### src/rtl/sec_pulse_gen.sv
module sec_pulse_gen #(
  parameter int CNT_W  = 17,
  parameter int FRAC_W = 8
) (
  input  logic        clk,
  input  logic        rst_n,
  input  logic [31:0] cfg_word,
  input  logic        ext_sec,
  output logic        sec_tick
);
  localparam int LEN_W   = CNT_W + 1;
  localparam int SEL_BIT = 31;

  logic [CNT_W-1:0]  int_cnt;
  logic [FRAC_W-1:0] frac;
  logic [FRAC_W-1:0] acc_q;
  logic [FRAC_W:0]   acc_sum;
  logic [LEN_W-1:0]  raw_len;
  logic [LEN_W-1:0]  len;
  logic [LEN_W-1:0]  cnt_q;
  logic              run_q;
  logic              ext_q;
  logic              wrap;
  logic              load;

  assign int_cnt = cfg_word[FRAC_W +: CNT_W];
  assign frac    = cfg_word[FRAC_W-1:0];
  assign acc_sum = {1'b0, acc_q} + {1'b0, frac};
  assign raw_len = {1'b0, int_cnt} + LEN_W'(acc_sum[FRAC_W]);
  assign len     = (raw_len < LEN_W'(2)) ? LEN_W'(2) : raw_len;
  assign wrap    = run_q && (cnt_q == '0);
  assign load    = wrap || !run_q;

  always_ff @(posedge clk or negedge rst_n) begin
    if (!rst_n) begin
      cnt_q <= '0;
      acc_q <= '0;
      run_q <= 1'b0;
      ext_q <= 1'b0;
    end else begin
      ext_q <= ext_sec;
      run_q <= 1'b1;
      if (load) begin
        cnt_q <= len - LEN_W'(1);
        acc_q <= acc_sum[FRAC_W-1:0];
      end else begin
        cnt_q <= cnt_q - LEN_W'(1);
      end
    end
  end

  assign sec_tick = cfg_word[SEL_BIT] ? wrap : (ext_sec & ~ext_q);
endmodule


### config.mk
export PLATFORM = sky130hd
export DESIGN_NAME = sec_pulse_gen
export DESIGN_NICKNAME = d
export VERILOG_FILES = /design/src/rtl/sec_pulse_gen.sv
export SDC_FILE = /design/constraint.sdc
export NUM_CORES = 1
export LEC_CHECK = 0
export ABC_AREA = 0
export BUFFER_PORTS_ARGS = -buffer_cell sky130_fd_sc_hd__buf_2
export CORE_ASPECT_RATIO = 0.7
export CORE_UTILIZATION = 58
export DETAILED_ROUTE_END_ITERATION = 8
export PLACE_DENSITY_LB_ADDON = 0.15
export SLEW_MARGIN = 20
export SYNTH_ARGS = -nofsm -noshare
export SYNTH_HDL_FRONTEND = slang
export SYNTH_SLANG_ARGS = --single-unit
### constraint.sdc
create_clock -name clk -period 7.2 [get_ports clk]
set_clock_uncertainty 0.2 [all_clocks]
set_input_delay 1.44 -clock clk [delete_from_list [all_inputs] [get_ports clk]]
set_output_delay 1.44 -clock clk [all_outputs]
set_load 0.01 [all_outputs]
Word level (Yosys, flattened, before mapping)
Index checks and enable logic that the tools add are counted.

cells by class
  reductions and logical operators = 4
  mux-type cells = 3
  bitwise gates (word level) = 2
  magnitude comparators = 1
  add/subtract/negate cells = 4

operator list
  operator                 number
  $mux W18                 2
  $sub A18 B1 Y18 const B  2
  $add A17 B1 Y18          1
  $logic_not A18 Y1        1
  $lt A18 B2 Y1 const B    1
  $add A8 B8 Y9            1
  $and A1 B1 Y1            1
  $logic_and A1 B1 Y1      1
  $logic_not A1 Y1         1
  $logic_or A1 B1 Y1       1
  $mux W1                  1
  $not A1 Y1               1

word-level totals
  word-level logic and storage cells = 18
  register bits after elaboration = 28
  input port bits = 35
  output and inout bits = 1

Depth between registers and ports, before layout
  depth after elaboration = 6
  gate-level depth with buffers = 26
  gate-level depth less buffers = 24

Least setup slack after synthesis
No wires, ideal clock.

  path kind = input to register
  start point = in cfg_word[0]
  end point = reg cnt_q[8]
  library setup time = 125 ps
  buffers on the path = 1
  arrival = 5,741 ps
  path slack = 1,134 ps
  stages on the path = 25
  data required time = 6,875 ps
  path through = ha_1 fa_1 a21oi_1 nor2_1 nor2_1 o21bai_1 a21oi_1 nor2b_1 o21ai_0 nand2b_1 ha_1 ha_1 buf_2 nand2_1 nand2_1 mux2_4 o41ai_2 nor4b_4 nor2_1 a21oi_1 ha_1 nand3_1 or3_1 xnor2_1 mux2_2

between the ends
  longest elaborated chain between the ends = 6

RTL lines
  what                    RTL line  source
  start: declaration      7         input logic [31:0] cfg_word,
  $add A8 B8 Y9 (*)       28        assign acc_sum = {1'b0, acc_q} + {1'b0, frac};
  $add A17 B1 Y18 (*)     29        assign raw_len = {1'b0, int_cnt} + LEN_W'(acc_sum[FRAC_W]);
  $lt A18 B2 Y1           30        assign len = (raw_len < LEN_W'(2)) ? LEN_W'(2) : raw_len;
  $mux W18 (*)            30
  $sub A18 B1 Y18 (*)     44        cnt_q <= len - LEN_W'(1);
  $mux W18 (*)            43        if (load) begin
  end signal: assignment  44
  end signal: assignment  47        cnt_q <= cnt_q - LEN_W'(1);
  end: declaration        20        logic [LEN_W-1:0] cnt_q;

Mark *: on every way between the ends. The rest lies on a longest branch, timed or not.
A chain may end at the register's enable or synchronous reset.

Worst setup path after layout
Same ends and word-level chain as after synthesis.

==> key figures <==
Worst setup path
  • CP delay by family, top: simple AND/OR/NAND/NOR gates
  • Worst setup EP type: register
  • Slowest stage delay, CP: 430 ps
  • Required time worst endpoint: 7170 ps
  • Crit path buf inv count: 1
  • Slowest stage cell, crit path: or3_1
  • Worst R2R Path Depth: 24
  • Startpoint types: input port
  • Crit-path most repeated cell: ha_1
  • Levels on crit path: 25
  • Crit path kind: input port to register
  • Worst Path Max Fanout: 9
  • Crit path arrival time: 6450 ps
  • Reg2Reg Setup Slack: 1590 ps

Logic synthesis
  • Synthesized area per cell: 8.73 sq um
  • Post-synth EDFFs: 0
  • Net count after synthesis: 335
  • Synth Warn #: 0
  • Area contributors post-synth: dfrtp_1, xnor2_1, ha_1
  • Post-synth top area share: 0.279
  • Mapped cell area: 0.00251 sq mm
  • Sequential area share after synthesis: 0.279
  • Mapped Cells: 288
  • Distinct cells, synth: 59
  • #FFs+latches synth: 28
  • Fraction of registers with async set/reset: 1.00
  • Top cell type by total area after synthesis: dfrtp_1
  • Ys flop type: dfrtp_1

Detailed routing
  • Post-Route WL: 5190 um
  • Via/cell ratio: 5.78
  • ANT nets after route: 0
  • DRC Markers: 0
  • Routed via count: 2074
  • WL/cell: 14.5 um
  • DRT Pass-1 Iters: 4
  • DRT iter0 DRCs: 141

Timing
  • Final critical-path required period: 6480 ps
  • Final worst slack: 717 ps
  • Sum Neg Setup Slack: 0 ps
  • Max Fclk: 154 MHz
  • Pins Over Slew Limit: 0
  • Final hold vios: 0
  • Final setup fails: 0
  • Worst slew pin tran: 963 ps
  • Unrepaired setup endpoints after global routing: no
  • Max-Slew Margin vs Limit: 0.358
  • Final Cycle Share: 0.900

Global route
  • Vias in the first global route: 1890
  • Largest net degree at the start of global routing: 33
  • All-Layer GR Usage: 0.242
  • Initial antenna violation count: 0
  • Grt ovf: 0
  • First-pass GRT wire length: 8750 um

Floorplan
  • FP Rows: 19
  • Initial core utilization: 0.622
  • Die height: 57.1 um
  • Die X-Extent: 80.7 um
  • Core area: 0.00404 sq mm
  • Area of the die: 0.00461 sq mm
  • IO Pins: 36

Power and ir drop
  • Switching share of power: 0.375
  • Clock share of power: 0.194
  • Lkg Pwr: 1.09 nW
  • Seq pwr share: 0.370
  • Psw: 0.238 mW
  • Logic pwr share: 0.436
  • Int Power: 0.396 mW
  • Peak supply drop: 0.000177 V
  • Pwr Density: 234 mW/mm^2

Finish
  • Fin nets: 355
  • Fillcell total: 334
  • Area Overhead vs Synth: 7.86%
  • Finished Cell Area: 0.00271 sq mm
  • Layout cell share with drive strength beyond 1: 0.189
  • Antenna diodes: 0
  • Layout Cells excl Fill: 359

Clock tree
  • Root buffer cell: clkbuf_8
  • Max Root-Sink Buffers: 2
  • Post-CTS setup buffers: 0
  • Worst-Skew Late Latency: 280 ps
  • Cts repair resizes: 0
  • CTS H-Tree Depth: 1
  • TritonCTS clock tree: built
  • CTS Buf Count: 3
  • Clock transition at the registers of the reported paths: 90 ps
  • CTS Sinks: 28
  • Hold-fix buffers at CTS: 0

Min path
  • Worst hold path type: register to register
  • WHS Path Cells: 2

Place
  • Routability Congestion: 0.896
  • DP Area: 0.00264 sq mm
  • Count of input and output buffers: 29
  • Post-DP HPWL: 4080 um
  • Cells after DPL: 355
  • Pre-CTS setup slack: 452 ps

Outcome
  • Outcome: completed

Job
  • Max-cap violations: 0
==> tightest hold or removal path, stage by stage (launching register included) <==
cell and delay, ps:
dfrtp_1 360, nand2_1 50, nand2_1 50
==> registers in the layout, indices dropped and copies added, names as in the netlist <==
| signal | flops |
|---|---|
| run_q | 1 |
| cnt_q | 18 |
| acc_q | 8 |
| ext_q | 1 |
==> power by group through the flow <==
| stage | registers, mW | logic [mW] | clock network, mW |
|---|---|---|---|
| global placement | 0.236 | 0.266 | 0 |
| global route | 0.239 | 0.313 | 0.131 |
| detailed placement | 0.237 | 0.277 | 0 |
| floorplan | 0.229 | 0.223 | 0 |
| CTS | 0.235 | 0.279 | 0.127 |
| finish | 0.234 | 0.276 | 0.123 |
==> final timing paths <==
check,from,end
worst max register to register,acc_q[0],cnt_q[8]
worst min-delay path,acc_q[0],acc_q[0]
worst min register to register,acc_q[0],acc_q[0]
worst max-delay path,cfg_word[0],cnt_q[8]
max in group asynchronous,rst_n,ext_q
min in group asynchronous,rst_n,cnt_q[4]
==> cells in the final DEF, fill, tap and decap left out, types with 3 or more instances in the layout <==
cell type / n
nand2_1: 32
xnor2_1: 29
buf_2: 29
dfrtp_1: 28
nor2_1: 27
a21oi_1: 19
o21ai_0: 15
xor2_1: 12
ha_1: 11
nor3_1: 10
nand3_1: 9
inv_1: 6
nor4_1: 6
nand4_1: 4
mux2i_1: 4
nor4_4: 3
a21o_1: 3
o21bai_1: 3
or3_1: 3
a31oi_1: 3
clkbuf_8: 3
buf_4: 3
==> layout make-up <==
class | count | area (sq um) | share of cell area
Timing Repair Buffer | 32 | 168 | 0.0618
Clock buffer | 3 | 41.3 | 0.0152
Multi-Input combinational cell | 237 | 1690 | 0.621
Tap cell | 52 | 65.1 | 0.0240
Sequential cell | 28 | 701 | 0.258
Inverter | 6 | 22.5 | 0.00830
Clock inverter | 1 | 30.0 | 0.0111
==> metal layers <==
layer,wire length [um],track usage,up-vias
met5,0,0,-
met4,37,0.0357,0
met3,226,0.0432,5
met2,2240,0.370,54
met1,2690,0.365,961
li1,-,-,1054
==> cell usage after synthesis, drive strengths merged, types with 2 or more instances <==
cell,number
a31oi,3
a21o,3
ha,11
nor2,28
inv,6
or2,2
nor3,12
o41ai,2
xor2,12
xnor2,29
o31ai,2
a21oi,21
and3,2
and2,2
nor4,9
o21ai,15
mux2i,4
nor3b,3
nand3,10
buf,15
mux2,2
clkbuf,2
dfrtp,28
nand2,33
nand2b,2
o21bai,3
or3,5
nand4,7
nor4b,2
==> cells by family (layout without fill, tap and decap cells) <==
group,count (synthesis),after routing,synth area share
other cells,1,1,0.00149
buf+inv,23,42,0.0512
simple gates,122,122,0.298
mux,6,6,0.0264
xor+xnor,41,41,0.143
compound gates,55,55,0.139
fa+ha+maj,12,12,0.0627
flops,28,28,0.279
==> stage by stage <==
stage	utilization	total power, mW	hold WS [ps]
finish	0.671	0.634	285
global placement	0.654	0.501	258
CTS	0.671	0.640	291
detailed placement	0.654	0.514	259
floorplan	-	0.452	239
global route	0.671	0.684	302
Note: power is estimated with default switching activity, not from simulation.
